[src/rtl/arb_pkg.sv]
// Package: shared types for the bus arbiter.
// Assumes nothing beyond IEEE 1800-2017 packages.
package arb_pkg;

    // Selection policy chosen when the arbiter is built
    typedef enum logic {
        ARB_FIXED = 1'b0,   // highest level wins, lowest index breaks ties
        ARB_LRU   = 1'b1    // least recently accepted requester wins
    } arb_mode_e;

    // Width of one master's request level
    localparam int LVL_W = 2;

endpackage

[src/rtl/arb_req_sample.sv]
// Module: arb_req_sample
// Registers the request lines and packed levels once per cycle, so that
// arbitration works on values stable for a whole cycle.
// Assumes a synchronous active-low reset that clears all requests.
module arb_req_sample #(
    parameter int NUM_MST = 4,
    localparam int PW = 2 * NUM_MST
) (
    input  logic               clk,
    input  logic               rst_n,
    input  logic [NUM_MST-1:0] req_in,
    input  logic [PW-1:0]      prio_in,
    output logic [NUM_MST-1:0] req_q,
    output logic [PW-1:0]      prio_q
);

    // Capture stage: holds the requests seen during the previous cycle
    always_ff @(posedge clk) begin
        if (!rst_n) begin
            req_q  <= '0;
            prio_q <= '0;
        end else begin
            req_q  <= req_in;
            prio_q <= prio_in;
        end
    end

endmodule

[src/rtl/arb_fixed_pick.sv]
// Module: arb_fixed_pick
// Combinational level-first selection: the highest level among requesters
// wins, and the lowest index wins among equal levels.
// Assumes levels are packed with bit 2*i weighted 2 and bit 2*i+1 weighted 1.
module arb_fixed_pick #(
    parameter int NUM_MST = 4,
    localparam int PW   = 2 * NUM_MST,
    localparam int IDXW = (NUM_MST > 1) ? $clog2(NUM_MST) : 1
) (
    input  logic [NUM_MST-1:0] req,
    input  logic [PW-1:0]      prio,
    output logic               any,
    output logic [IDXW-1:0]    win_idx
);

    // Scan masters from index 0 upward; only a strictly higher level displaces
    always_comb begin
        logic [1:0] best;
        logic [1:0] lvl;
        logic       found;
        best    = '0;
        found   = 1'b0;
        win_idx = '0;
        for (int i = 0; i < NUM_MST; i++) begin
            lvl = {prio[2*i], prio[2*i+1]};
            if (req[i] && (!found || (lvl > best))) begin
                found   = 1'b1;
                best    = lvl;
                win_idx = IDXW'(i);
            end
        end
        any = found;
    end

endmodule

[src/rtl/arb_lru_pick.sv]
// Module: arb_lru_pick
// Least-recently-used selection. Keeps a ranking list of master indices;
// position 0 is the most favoured. The requester nearest the head wins.
// An accepted master is moved to the tail.
// Assumes acc_idx names a master whose grant was accepted in this cycle.
module arb_lru_pick #(
    parameter int NUM_MST = 4,
    localparam int IDXW = (NUM_MST > 1) ? $clog2(NUM_MST) : 1
) (
    input  logic               clk,
    input  logic               rst_n,
    input  logic [NUM_MST-1:0] req,
    input  logic               accept,
    input  logic [IDXW-1:0]    acc_idx,
    output logic               any,
    output logic [IDXW-1:0]    win_idx
);

    logic [IDXW-1:0] order_q [NUM_MST];
    logic [IDXW-1:0] order_d [NUM_MST];

    // Winner: walk from the tail to the head so the head-most requester remains
    always_comb begin
        any     = |req;
        win_idx = '0;
        for (int p = NUM_MST - 1; p >= 0; p--) begin
            if (req[order_q[p]]) win_idx = order_q[p];
        end
    end

    // Next ranking: remove the accepted master and append it at the tail
    always_comb begin
        int k;
        k = 0;
        for (int p = 0; p < NUM_MST; p++) begin
            if (order_q[p] == acc_idx) k = p;
        end
        for (int p = 0; p < NUM_MST; p++) begin
            if (p == NUM_MST - 1)
                order_d[p] = acc_idx;
            else if (p >= k)
                order_d[p] = order_q[(p + 1) % NUM_MST];
            else
                order_d[p] = order_q[p];
        end
    end

    // Ranking register: identity order at reset, updated only on acceptance
    always_ff @(posedge clk) begin
        if (!rst_n) begin
            for (int p = 0; p < NUM_MST; p++) order_q[p] <= IDXW'(p);
        end else if (accept) begin
            for (int p = 0; p < NUM_MST; p++) order_q[p] <= order_d[p];
        end
    end

endmodule

[src/rtl/prio_bus_arbiter.sv]
// Module: prio_bus_arbiter (top)
// Bus arbiter for NUM_MST masters with a build-time policy. Requests are
// registered, the decision is registered a cycle later, and the grant is
// held until the slave acknowledges the address.
// Assumes the slave acknowledges only while addr_valid is high; an
// acknowledge at other times is ignored.
module prio_bus_arbiter
    import arb_pkg::*;
#(
    parameter int        NUM_MST = 4,
    parameter arb_mode_e MODE    = ARB_FIXED,
    localparam int PW   = 2 * NUM_MST,
    localparam int IDXW = (NUM_MST > 1) ? $clog2(NUM_MST) : 1
) (
    input  logic               clk,
    input  logic               rst_n,
    input  logic [NUM_MST-1:0] mst_req,
    input  logic [PW-1:0]      mst_prio,
    input  logic               slv_addr_ack,
    output logic               addr_valid,
    output logic [NUM_MST-1:0] mst_grant,
    output logic [IDXW-1:0]    grant_idx,
    output logic [LVL_W-1:0]   grant_prio
);

    logic [NUM_MST-1:0] req_q;
    logic [PW-1:0]      prio_q;
    logic               pick_any;
    logic [IDXW-1:0]    pick_idx;
    logic [LVL_W-1:0]   pick_lvl;
    logic               accept;

    assign accept = addr_valid & slv_addr_ack;

    arb_req_sample #(.NUM_MST(NUM_MST)) u_sample (
        .clk     (clk),
        .rst_n   (rst_n),
        .req_in  (mst_req),
        .prio_in (mst_prio),
        .req_q   (req_q),
        .prio_q  (prio_q)
    );

    generate
        if (MODE == ARB_LRU) begin : g_lru
            arb_lru_pick #(.NUM_MST(NUM_MST)) u_pick (
                .clk     (clk),
                .rst_n   (rst_n),
                .req     (req_q),
                .accept  (accept),
                .acc_idx (grant_idx),
                .any     (pick_any),
                .win_idx (pick_idx)
            );
        end else begin : g_fixed
            arb_fixed_pick #(.NUM_MST(NUM_MST)) u_pick (
                .req     (req_q),
                .prio    (prio_q),
                .any     (pick_any),
                .win_idx (pick_idx)
            );
        end
    endgenerate

    // Level of the chosen master, read from the sampled packed levels
    always_comb begin
        pick_lvl = '0;
        for (int i = 0; i < NUM_MST; i++) begin
            if (pick_idx == IDXW'(i)) pick_lvl = {prio_q[2*i], prio_q[2*i+1]};
        end
    end

    // Grant register: release on acknowledge, else load a new decision when idle
    always_ff @(posedge clk) begin
        if (!rst_n) begin
            addr_valid <= 1'b0;
            grant_idx  <= '0;
            grant_prio <= '0;
        end else if (addr_valid) begin
            if (slv_addr_ack) addr_valid <= 1'b0;
        end else if (pick_any) begin
            addr_valid <= 1'b1;
            grant_idx  <= pick_idx;
            grant_prio <= pick_lvl;
        end
    end

    // One-hot grant decoded from the held index
    always_comb begin
        mst_grant = '0;
        if (addr_valid) mst_grant[grant_idx] = 1'b1;
    end

endmodule

[config.mk]
export PLATFORM = sky130hd
export DESIGN_NAME = prio_bus_arbiter
export DESIGN_NICKNAME = d
export VERILOG_FILES = /design/src/rtl/arb_pkg.sv /design/src/rtl/arb_req_sample.sv /design/src/rtl/arb_fixed_pick.sv /design/src/rtl/arb_lru_pick.sv /design/src/rtl/prio_bus_arbiter.sv
export SDC_FILE = /design/constraint.sdc
export NUM_CORES = 1
export LEC_CHECK = 0
export ABC_AREA = 1
export BUFFER_PORTS_ARGS = -buffer_cell sky130_fd_sc_hd__buf_2
export CAP_MARGIN = 0
export CORE_MARGIN = 3
export CORE_UTILIZATION = 54
export DETAILED_ROUTE_END_ITERATION = 8
export GPL_ROUTABILITY_DRIVEN = 0
export PLACE_DENSITY_LB_ADDON = 0.15
export SLEW_MARGIN = 30
export SYNTH_ARGS = -nofsm -noshare
export SYNTH_HDL_FRONTEND = slang
export SYNTH_SLANG_ARGS = --single-unit
[constraint.sdc]
create_clock -name clk -period 4.65 [get_ports clk]
set_input_delay 0.6975 -clock clk [delete_from_list [all_inputs] [get_ports clk]]
set_output_delay 0.6975 -clock clk [all_outputs]
set_load 0.1 [all_outputs]
==> key figures, run 1 <==
Cells and area
  – Most frequent cells in the layout: nand2_1 (45), inv_1 (33), buf_2 (23)
  – Most common cell after layout, fill and taps aside: nand2_1
  – Layout Cells excl Fill: 179
  – Area Overhead vs Synth: 17.0%
  – Total Nets Final: between 150 and 200
  – Final core occ: 69.6%
  – Design area: between 0.001 and 0.0015 sq mm
  – Share of layout cells above drive strength 1: 22.1%
  – N_diodes: 0

Pwr
  – Clk pwr share: a little over a fifth
  – Cell Int Power: about 0.22 mW
  – Comb power frac: around 33%
  – Standby leakage power: between 0.6 and 0.7 nW
  – Switching share of power: a little under two fifths
  – Seq pwr share: between 40% and 50%
  – PwrDens: approximately 330 mW/mm^2
  – Sw power: 0.135 mW
  – VDD IR max: roughly 0.23 mV

Timing
  – Fin. Hold Viols: 0
  – Fmax: 0.299 GHz
  – Minimum clock period: around 3300 ps
  – Slew @ Worst Pin: ~490 ps
  – Pins Over Slew Limit: 0
  – Worst slew margin: between 60% and 70%
  – Setup TNS: 0 ps
  – Fin crit share: 71.8%
  – Final setup violation count: 0
  – RSZ-0062 raised after global routing: false
  – Fin Clk Skew: 0.807 ps

Clocking
  – H-tree levels: 1
  – CTS Root Cell: clkbuf_4
  – Clk sinks: 17
  – Maximum clock insertion buffer count: 2
  – Reg clk slew, reported paths: approximately 90 ps
  – Post-CTS sizing: 0
  – Worst-Skew Late Latency: roughly 270 ps
  – Post-CTS Hold Buffers: 0
  – Post-CTS Setup Repair Bufs: 0
  – CTS tree: built
  – Clock buffer count from CTS: 3

Routing
  – Final wirelength: about 1.7 mm
  – Remaining routing DRC violations: 0
  – Vias after detailed routing: about 820
  – Average routed wire per standard cell: about 9.4 um
  – DRT iter0 DRCs: 15
  – Antenna viol nets, final: 0
  – DRT Pass-1 Iters: 4
  – Vias per inst: between 4 and 5

Worst setup path
  – Startpoint types: flip-flop
  – Critical Path Most Common Cell: nand2_1
  – Required @ worst endpoint: around 4800 ps
  – WS Path Type: reg2reg
  – Crit-path slowest cell: dfxtp_1
  – Critical path's largest stage delay: around 400 ps
  – Critical Path End Type: flip-flop
  – Arrival @ worst endpoint: 3520 ps
  – CP Max Fanout: 5

Run
  – Max-Cap Viols: 0

Die
  – Chip height: 47.4 um
  – Core area: roughly 0.0016 sq mm
  – Initial Util: between 50% and 60%
  – Num rows: 14
  – IO Count: 24
  – Die Width: 47.4 um
  – Die ar.: about 0.0023 sq mm

Global routing
  – Vias in the first global route: roughly 670
  – Largest net degree at the start of global routing: 15
  – GRT Overall Usage: between 10% and 20%
  – Remaining global-route overflow: 0
  – Initial antenna violation count: 0
  – Global-route wire length before repair: about 2.7 mm

Placement
  – Post-DP HPWL: between 1 and 1.5 mm
  – Buffers on Ports: 23
  – Dpl cells: 175
  – Dpl cell area: ~0.0011 sq mm

Logic synthesis
  – Flops & latches, synth: 17
  – Synth warn: 0
  – Synth cell types: 21
  – Net Count, Synth: about 160
  – Synth Instances: about 140
  – Netlist Area Pre-Place: about 930 sq um
  – Post-Syn Area per Cell: 6.77 sq um
  – Register area share after synthesis: roughly 37%

Min path
  – Hold Crit Class: reg2reg

Status
  – Status: finished clean
==> worst max-delay path, delay by kind of cell (launching register included) <==
family,cells,cell delay (ps)
AO/OA/AOI/OAI,2,280
adder cells (fa/ha/maj),3,890
buffers and inverters,1,80
flip-flops,1,410
AND/OR/NAND/NOR,23,1580
==> final timing paths <==
kind                                                   end                         start  slack, ps  cells after the start
worst min-delay path             grant_idx[0]$_SDFFE_PN0P_     grant_idx[0]$_SDFFE_PN0P_        550                      2
worst min register to register   grant_idx[0]$_SDFFE_PN0P_     grant_idx[0]$_SDFFE_PN0P_        550                      2
worst max-delay path            grant_prio[0]$_SDFFE_PN0P_  u_sample.req_q[0]$_SDFF_PN0_       1310                     29
worst max register to register  grant_prio[0]$_SDFFE_PN0P_  u_sample.req_q[0]$_SDFF_PN0_       1310                     29
==> routing by layer <==
metal  track usage [%]  wire length (um)  vias up
li1                  -                 -      460
met1              23.5               846      347
met2              25.4               756       13
met3              3.38                50        2
met4              8.29                21        0
met5                 0                 0        -
==> stage by stage <==
| stage | setup slack (ps) | hold slack [ps] | total power, mW |
|---|---|---|---|
| after floorplan | 631 | 553 | 0.261 |
| after detailed placement | 1300 | 544 | 0.283 |
| final | 1310 | 553 | 0.353 |
| after global placement | 1440 | 527 | 0.280 |
| after global routing | 961 | 589 | 0.378 |
| after CTS | 1270 | 558 | 0.357 |
==> Yosys cell counts (all sizes together) <==
| master | number | area [sq um] |
|---|---|---|
| a31oi | 1 | 6.26 |
| ha | 6 | 75.1 |
| nand2 | 49 | 209 |
| o21a | 1 | 7.51 |
| nor3 | 4 | 20.0 |
| clkbuf | 1 | 3.75 |
| dfxtp | 17 | 340 |
| inv | 36 | 138 |
| nand4 | 1 | 12.5 |
| nand3 | 5 | 25.0 |
| o21ai | 2 | 10.0 |
| a211oi | 1 | 7.51 |
| nor2 | 8 | 32.5 |
| a21oi | 4 | 31.3 |
| o221ai | 1 | 8.76 |
==> power by group through the flow <==
stage / sequential (mW) / clock (mW) / combinational (mW)
floorplan: 0.196 / 0 / 0.0643
global placement: 0.166 / 0 / 0.113
detailed placement: 0.167 / 0 / 0.116
CTS: 0.163 / 0.0773 / 0.117
global route: 0.165 / 0.0870 / 0.126
finish: 0.163 / 0.0736 / 0.116
==> sequential cells by signal, summed over array words and instances (netlist names) <==
signal and count:
grant_idx 2, u_sample.prio_q 8, addr_valid 1, u_sample.req_q 4, grant_prio 2
==> cell type report <==
type / count / area (sq um)
inverter: 36 / 138
timing repair buffer: 23 / 115
fill: 143 / 474
multi-input combinational: 83 / 445
sequential: 17 / 340
tap: 16 / 20.0
clock buffer: 4 / 26.3
==> logic make-up (layout without fill, tap and decap cells) <==
| logic type | count (synthesis) | count (layout) | share of synthesized area (%) |
|---|---|---|---|
| AO/OA/AOI/OAI | 10 | 10 | 7.69 |
| adder cells (fa/ha/maj) | 6 | 6 | 8.10 |
| buffers and inverters | 37 | 63 | 15.3 |
| flip-flops | 17 | 17 | 36.7 |
| AND/OR/NAND/NOR | 67 | 67 | 32.3 |
Power figures use the tool's default switching activity.
==> run 2, diff against run 1 <==
--- a/config.mk
+++ b/config.mk
@@ -9,7 +9,7 @@
 export BUFFER_PORTS_ARGS = -buffer_cell sky130_fd_sc_hd__buf_2
 export CAP_MARGIN = 0
 export CORE_MARGIN = 3
-export CORE_UTILIZATION = 54
+export CORE_UTILIZATION = 51
 export DETAILED_ROUTE_END_ITERATION = 8
 export GPL_ROUTABILITY_DRIVEN = 0
 export PLACE_DENSITY_LB_ADDON = 0.15
==> constraint.sdc (replaced) <==
create_clock -name clk -period 3.2 [get_ports clk]
set_input_delay 0.48 -clock clk [delete_from_list [all_inputs] [get_ports clk]]
set_output_delay 0.48 -clock clk [all_outputs]
set_load 0.1 [all_outputs]
==> key figures, run 2 (synthesized netlist as in run 1, its figures left out) <==
Timing
  – Final setup violation count: 0 (unchanged)
  – Slew @ Worst Pin: 495 ps (+6.48 ps)
  – Fin crit share: 95.8% (+24 points)
  – Fin Hold WS: 354 ps (-200 ps)
  – Minimum clock period: 3060 ps (-276 ps)
  – Fin Clk Skew: 11.4 ps (+10.6 ps)
  – Worst slew margin: 67.2% (-0.43 points)
  – Fin. Hold Viols: 0 (unchanged)
  – Pins Over Slew Limit: 0 (unchanged)
  – Setup TNS: 0 ps (unchanged)
  – Fmax: 0.326 GHz (+9.0%)
  – RSZ-0062 raised after global routing: true

Worst setup path
  – Startpoint types: flip-flop
  – Critical path's largest stage delay: 350 ps (-60 ps)
  – Reg-to-reg startpoint: u_sample.prio_q[0]$_SDFF_PN0_
  – Reg2Reg Depth: 30 (+3.4%)
  – Critical Path End Type: flip-flop
  – WS Path Type: reg2reg
  – Worst R2R Setup Slack: 140 ps (-1170 ps)
  – Crit-path slowest cell: dfxtp_1
  – Critical Path Most Common Cell: nand2_2
  – Arrival @ worst endpoint: 3310 ps (-210 ps)
  – CP Max Fanout: 4 (-1)
  – Worst r2r dst: grant_prio[1]$_SDFFE_PN0P_
  – Required @ worst endpoint: 3440 ps (-1390 ps)

Cells and area
  – Biggest register: u_sample.prio_q
  – Final core occ: 75.5% (+6.0 points)
  – N_diodes: 0 (unchanged)
  – Most common cell after layout, fill and taps aside: nand2_1
  – Regs by FF count: u_sample.prio_q (8), u_sample.req_q (4)
  – Share of layout cells above drive strength 1: 35.7% (+14 points)
  – Max reg flops: 8 (unchanged)
  – Most frequent cells in the layout: nand2_1 (34), inv_1 (32), buf_2 (23)
  – Layout Cells excl Fill: 192 (+7.3%)
  – Area Overhead vs Synth: 31.3%
  – Total Nets Final: 190 (+2.7%)

Routing
  – Average routed wire per standard cell: 10.4 um (+11%)
  – Final wirelength: 1.99 mm (+19%)
  – Antenna viol nets, final: 0 (unchanged)
  – Vias after detailed routing: 870 (+5.8%)
  – DRT iter0 DRCs: 20 (+5)
  – Vias per inst: 4.53 (-1.3%)
  – Remaining routing DRC violations: 0 (unchanged)
  – DRT Pass-1 Iters: 4 (unchanged)

Global routing
  – GRT Overall Usage: 16.9% (-0.20 points)
  – Initial antenna violation count: 0 (unchanged)
  – Global-route wire length before repair: 3.22 mm (+21%)
  – Met2 usage: 29.9% (+4.5 points)
  – Busiest grt layer: met2
  – Routing usage on met1: 19.9% (-3.6 points)
  – Remaining global-route overflow: 0 (unchanged)
  – Vias in the first global route: 801 (+20%)
  – M3 GR Usage: 3.07% (-0.32 points)
  – Largest net degree at the start of global routing: 15 (unchanged)

Min path
  – Hold Path Sink: u_sample.req_q[3]$_SDFF_PN0_
  – Hold Crit Class: in2reg
  – Hold Path Depth: 3 (+1)
  – Hold Path Origin: mst_req[3]

Placement
  – Dpl cells: 186 (+6.3%)
  – Buffers on Ports: 23 (unchanged)
  – Post-DP HPWL: 1.54 mm (+7.0%)

Clocking
  – Reg clk slew, reported paths: 100 ps (about the same)
  – Clk sinks: 17 (unchanged)
  – CTS tree: built
  – Worst-Skew Late Latency: 300 ps (+30 ps)
  – Maximum clock insertion buffer count: 2 (unchanged)
  – H-tree levels: 1 (unchanged)
  – Clock buffer count from CTS: 3 (unchanged)
  – CTS Root Cell: clkbuf_4
  – Post-CTS Hold Buffers: 0 (unchanged)

Pwr
  – VDD IR max: 0.342 mV (+51%)
  – Clk pwr share: 20.7% (-0.2 points)
  – Seq pwr share: 44.2% (-2.1 points)
  – Standby leakage power: 0.718 nW (+5.1%)
  – Comb power frac: 35.0% (+2.2 points)
  – Cell Int Power: 0.325 mW (+50%)
  – Switching share of power: 39.8% (+1.5 points)
  – PwrDens: 444 mW/mm^2 (+37%)
  – Sw power: 0.215 mW (+59%)

Die
  – Chip height: 48.6 um (+2.5%)
  – Core area: 0.00161 sq mm (+3.4%)
  – IO Count: 24 (unchanged)
  – Initial Util: 57.5% (-1.9 points)
  – Die Width: 48.6 um (+2.5%)
  – Num rows: 14 (unchanged)
  – Die ar.: 0.00237 sq mm (+5.1%)

Run
  – Max-Cap Viols: 0 (unchanged)

Status
  – Status: finished clean
run 2: cell types whose count changed in the layout (fill, tap and decap cells not counted), sizes merged:
cell,previous run,this run
clkbuf,4,3
buf,23,28
clkinv,0,1
run 2: cell type report:
class / count / area, sq um
tap: 24 / 30.0
fill: 144 / 394
multi-input combinational: 83 / 527
sequential: 17 / 343
timing repair buffer: 28 / 153
inverter: 36 / 138
clock inverter: 1 / 5.00
clock buffer: 3 / 22.5
run 2: per-stage QoR:
| stage | instance area, sq um | worst slack, ps | total power [mW] |
|---|---|---|---|
| finish | 1220 | 135 | 0.540 |
| global route | 1220 | -160 | 0.574 |
| CTS | 1120 | 14.5 | 0.526 |
| detailed placement | 1090 | 8.74 | 0.415 |
| global placement | 1090 | 53.6 | 0.410 |
| floorplan | 927 | -602 | 0.379 |
run 2: layer usage:
metal	vias up	share of wire [%]
li1	468	-
met3	3	5.5
met1	373	43
met4	0	1.1
met5	-	0
met2	26	50
run 2: worst max path at each step:
stage,start,to,slack (ps),cells past startpoint
after global routing,u_sample.prio_q[1]$_SDFF_PN0_,grant_prio[0]$_SDFFE_PN0P_,-160,31
after detailed placement,u_sample.req_q[0]$_SDFF_PN0_,grant_prio[0]$_SDFFE_PN0P_,9,28
after CTS,u_sample.req_q[0]$_SDFF_PN0_,grant_prio[1]$_SDFFE_PN0P_,10,28
after floorplan,addr_valid$_SDFF_PN0_,mst_grant[0],-600,2
after global placement,u_sample.req_q[0]$_SDFF_PN0_,grant_prio[1]$_SDFFE_PN0P_,50,28
final,u_sample.prio_q[0]$_SDFF_PN0_,grant_prio[1]$_SDFFE_PN0P_,140,30
run 2: timing repair:
action                                  4_1_cts  5_1_grt
endpoints found under the setup margin        2        4
setup buffers                                 0        2
gates resized for setup                       1       21
pin swaps                                     0       10
run 2: critical path: cells and delay by family, from the launching register on:
kind	cells	cell delay (ps)
AO/OA/AOI/OAI	3	360
adder cells (fa/ha/maj)	3	690
buffers and inverters	4	290
AND/OR/NAND/NOR	20	1340
flip-flops	1	350
run 2: power groups by stage:
stage	logic (mW)	registers (mW)	clock network, mW
after floorplan	0.0934	0.285	0
after global placement	0.168	0.241	0
after detailed placement	0.173	0.242	0
after CTS	0.173	0.237	0.116
after global routing	0.205	0.242	0.127
final	0.189	0.239	0.112
==> run 3, diff against run 2 <==
--- a/config.mk
+++ b/config.mk
@@ -5,7 +5,6 @@
 export SDC_FILE = /design/constraint.sdc
 export NUM_CORES = 1
 export LEC_CHECK = 0
-export ABC_AREA = 1
 export BUFFER_PORTS_ARGS = -buffer_cell sky130_fd_sc_hd__buf_2
 export CAP_MARGIN = 0
 export CORE_MARGIN = 3
==> key figures, run 3 <==
Clocking
  – Clk sinks: 17 (unchanged)
  – Reg clk slew, reported paths: 100 ps (about the same)
  – H-tree levels: 1 (unchanged)
  – CTS tree: built
  – Worst-Skew Late Latency: 290 ps (about the same)
  – CTS Root Cell: clkbuf_4
  – Clock buffer count from CTS: 3 (unchanged)
  – Maximum clock insertion buffer count: 2 (unchanged)
  – Post-CTS Hold Buffers: 0 (unchanged)

Logic synthesis
  – Net Count, Synth: 118 (-25%)
  – Post-Syn Area per Cell: 9.66 sq um (+43%)
  – Dominant cell type by area after synthesis: dfxtp_1
  – Area contributors post-synth: dfxtp_1 (36%), and2_1 (8.7%), ha_1 (8.0%), o21ai_0 (3.7%), mux2_4 (3.2%)
  – Synth warn: 0 (unchanged)
  – Netlist Area Pre-Place: 937 sq um (+1.1%)
  – Synth cell types: 35 (+67%)
  – Most frequent cell after synthesis: dfxtp_1
  – Flops & latches, synth: 17 (unchanged)
  – Share of the synthesized area in the top cell type: 36.3% (-0.39 points)
  – Synth Instances: 97 (-29%)
  – EDFF count, synth: 0 (unchanged)
  – Top FF cell, synth: dfxtp_1
  – Post-synth top cells: dfxtp_1 (17), and2_1 (13), nor2_1 (8)
  – Register area share after synthesis: 36.3% (-0.39 points)
  – Post-synth ARST share: 0% (unchanged)

Worst setup path
  – Startpoint types: flip-flop
  – Arrival @ worst endpoint: 3910 ps (+600 ps)
  – Critical path's largest stage delay: 500 ps (+150 ps)
  – WS Path Type: reg2reg
  – Worst path cell trace: nand2_4 > ha_4 > nor2b_4 > o311ai_4 > buf_4 > mux2_4 > ha_4 > nand2_2 > o211a_4 > or2_4 > o21a_1 > ha_4 > nor2b_4 > o211ai_2 > or4b_4 > o221ai_2
  – Critical Path Most Common Cell: ha_4
  – Worst R2R Setup Slack: -490 ps (-630 ps)
  – Required @ worst endpoint: 3420 ps (-20 ps)
  – Crit-path slowest cell: or4b_4
  – Reg-to-reg startpoint: u_sample.req_q[0]$_SDFF_PN0_
  – Critical Path End Type: flip-flop
  – Worst path bufs/invs: 1 (-3)
  – Reg2Reg Depth: 16 (-47%)
  – Worst r2r dst: grant_prio[1]$_SDFFE_PN0P_
  – Crit path max-delay family: simple AND/OR/NAND/NOR gates
  – CP Max Fanout: 4 (unchanged)

Timing
  – Slew @ Worst Pin: 490 ps (-4.96 ps)
  – Fmax: 0.271 GHz (-17%)
  – RSZ-0062 raised after global routing: true
  – Fin. Hold Viols: 0 (unchanged)
  – PnR worst setup slack: -494 ps (-630 ps)
  – Fin Clk Skew: 6.06 ps (-5.34 ps)
  – Pins Over Slew Limit: 0 (unchanged)
  – Fin crit share: 115% (+20 points)
  – Minimum clock period: 3690 ps (+630 ps)
  – Final setup violation count: 4 (+4)
  – Worst slew margin: 67.6% (+0.33 points)

Pwr
  – Standby leakage power: 0.623 nW (-13%)
  – PwrDens: 424 mW/mm^2 (-4.4%)
  – VDD IR max: 0.349 mV (+1.9%)

Global routing
  – Largest net degree at the start of global routing: 18 (+3)
  – Global-route wire length before repair: 3.62 mm (+12%)
  – Initial antenna violation count: 0 (unchanged)
  – GRT Overall Usage: 19.7% (+2.8 points)
  – Remaining global-route overflow: 0 (unchanged)
  – Vias in the first global route: 798 (-0.37%)

Routing
  – Final wirelength: 2.33 mm (+17%)
  – Vias after detailed routing: 875 (+0.57%)
  – Antenna viol nets, final: 0 (unchanged)
  – Vias per inst: 5.37 (+18%)
  – Remaining routing DRC violations: 0 (unchanged)
  – DRT Pass-1 Iters: 4 (unchanged)
  – DRT iter0 DRCs: 16 (-20%)
  – Average routed wire per standard cell: 14.3 um (+38%)

Min path
  – Hold Crit Class: in2reg
  – Hold Path Sink: u_sample.req_q[0]$_SDFF_PN0_
  – Hold Path Origin: mst_req[0]
  – Hold Path Depth: 2 (-1)

Placement
  – Dpl cell area: 0.00121 sq mm (+11%)
  – Setup WS pre-CTS: -620 ps (-629 ps)
  – Dpl cells: 154 (-17%)
  – Post-DP HPWL: 1.62 mm (+5.0%)
  – Buffers on Ports: 23 (unchanged)

Cells and area
  – Register Area: 345 sq um (+0.73%)
  – Design area: 0.00133 sq mm (+8.9%)
  – Most common cell after layout, fill and taps aside: buf_2
  – Max reg flops: 8 (unchanged)
  – Share of layout cells above drive strength 1: 51.8% (+16 points)
  – Most frequent cells in the layout: buf_2 (23), buf_4 (17), dfxtp_1 (15)
  – Layout Cells excl Fill: 163 (-15%)
  – N_diodes: 0 (unchanged)
  – Regs by FF count: u_sample.prio_q (8), u_sample.req_q (4)
  – Area Overhead vs Synth: 41.5%
  – Area taken by multi-input logic gates: 656 sq um (+24%)
  – Biggest register: u_sample.prio_q
  – Total Nets Final: 161 (-15%)
  – Fill cell count: 105 (-27%)

Status
  – Status: finished, violations left
  – Failing checks: setup timing

Die
  – Die Width: 48.9 um (+0.47%)
  – Num rows: 14 (unchanged)
  – Die ar.: 0.00239 sq mm (+0.95%)
  – Chip height: 48.9 um (+0.47%)
  – Core area: 0.00161 sq mm (unchanged)
  – IO Count: 24 (unchanged)
  – Initial Util: 58.2% (+0.62 points)

Run
  – Max-Cap Viols: 0 (unchanged)
==> run 3: cell families after synthesis <==
group                      after synthesis  share of synthesized area, %
DFF                                     17                          36.3
adders and majority gates                6                          8.01
muxes                                    5                          6.54
and+or+nand+nor                         42                          26.0
AOI/OAI and AO/OA                       18                          18.7
buffers and inverters                    9                          4.40
==> run 3: metal layers <==
layer,vias to the layer above,track usage [%],wire (um)
met1,378,24.1,894
li1,432,-,-
met3,10,2.45,196
met2,55,32.8,1170
met4,0,11.8,70
met5,-,0,0
==> run 3: final cells by class <==
cell class                      count  area share, %
Inverter                            7           1.98
Clock buffer                        4           1.98
Multi-Input combinational cell     71           49.4
Sequential cell                    17           26.0
Timing Repair Buffer               40           18.3
Tap cell                           24           2.26
==> run 3: worst max path at each step <==
stage               depth (start not counted)                         end                     startpoint  slack [ps]
finish                                     16  grant_prio[1]$_SDFFE_PN0P_   u_sample.req_q[0]$_SDFF_PN0_        -490
global route                               16  grant_prio[0]$_SDFFE_PN0P_   u_sample.req_q[0]$_SDFF_PN0_        -650
CTS                                        16  grant_prio[0]$_SDFFE_PN0P_   u_sample.req_q[0]$_SDFF_PN0_        -470
detailed placement                         16  grant_prio[0]$_SDFFE_PN0P_  u_sample.prio_q[0]$_SDFF_PN0_        -620
global placement                           16  grant_prio[0]$_SDFFE_PN0P_  u_sample.prio_q[0]$_SDFF_PN0_        -520
floorplan                                  16  grant_prio[0]$_SDFFE_PN0P_   u_sample.req_q[0]$_SDFF_PN0_        -670
==> run 3: per-stage QoR <==
stage	total power, mW	hold slack (ps)	setup TNS [ps]	utilization [%]
after floorplan	0.390	509	-1860	-
after global placement	0.428	554	-1560	75.3
after detailed placement	0.434	569	-1950	75.3
after CTS	0.561	376	-1360	80.7
after global routing	0.595	376	-2010	82.3
final	0.563	384	-1460	82.3
==> run 3: what timing repair did <==
action	in CTS	in global routing
setup endpoints to repair	4	4
pin swaps	2	0
gates cloned	0	0
resized for setup	7	1
setup buffers	2	3
==> run 3: worst reg2reg max path, delay by kind of cell, from the launching register on <==
| family | cells | cell delay (ps) |
|---|---|---|
| muxes | 1 | 310 |
| DFF | 1 | 390 |
| adders and majority gates | 3 | 730 |
| AOI/OAI and AO/OA | 5 | 930 |
| and+or+nand+nor | 6 | 1080 |
| buffers and inverters | 1 | 180 |
==> run 3: power breakdown <==
part	switching, mW	internal, mW	leakage (nW)
combinational	0.130	0.0739	0.466
clock	0.0661	0.0485	0.0150
sequential	0.0184	0.226	0.142
total	0.214	0.349	0.623
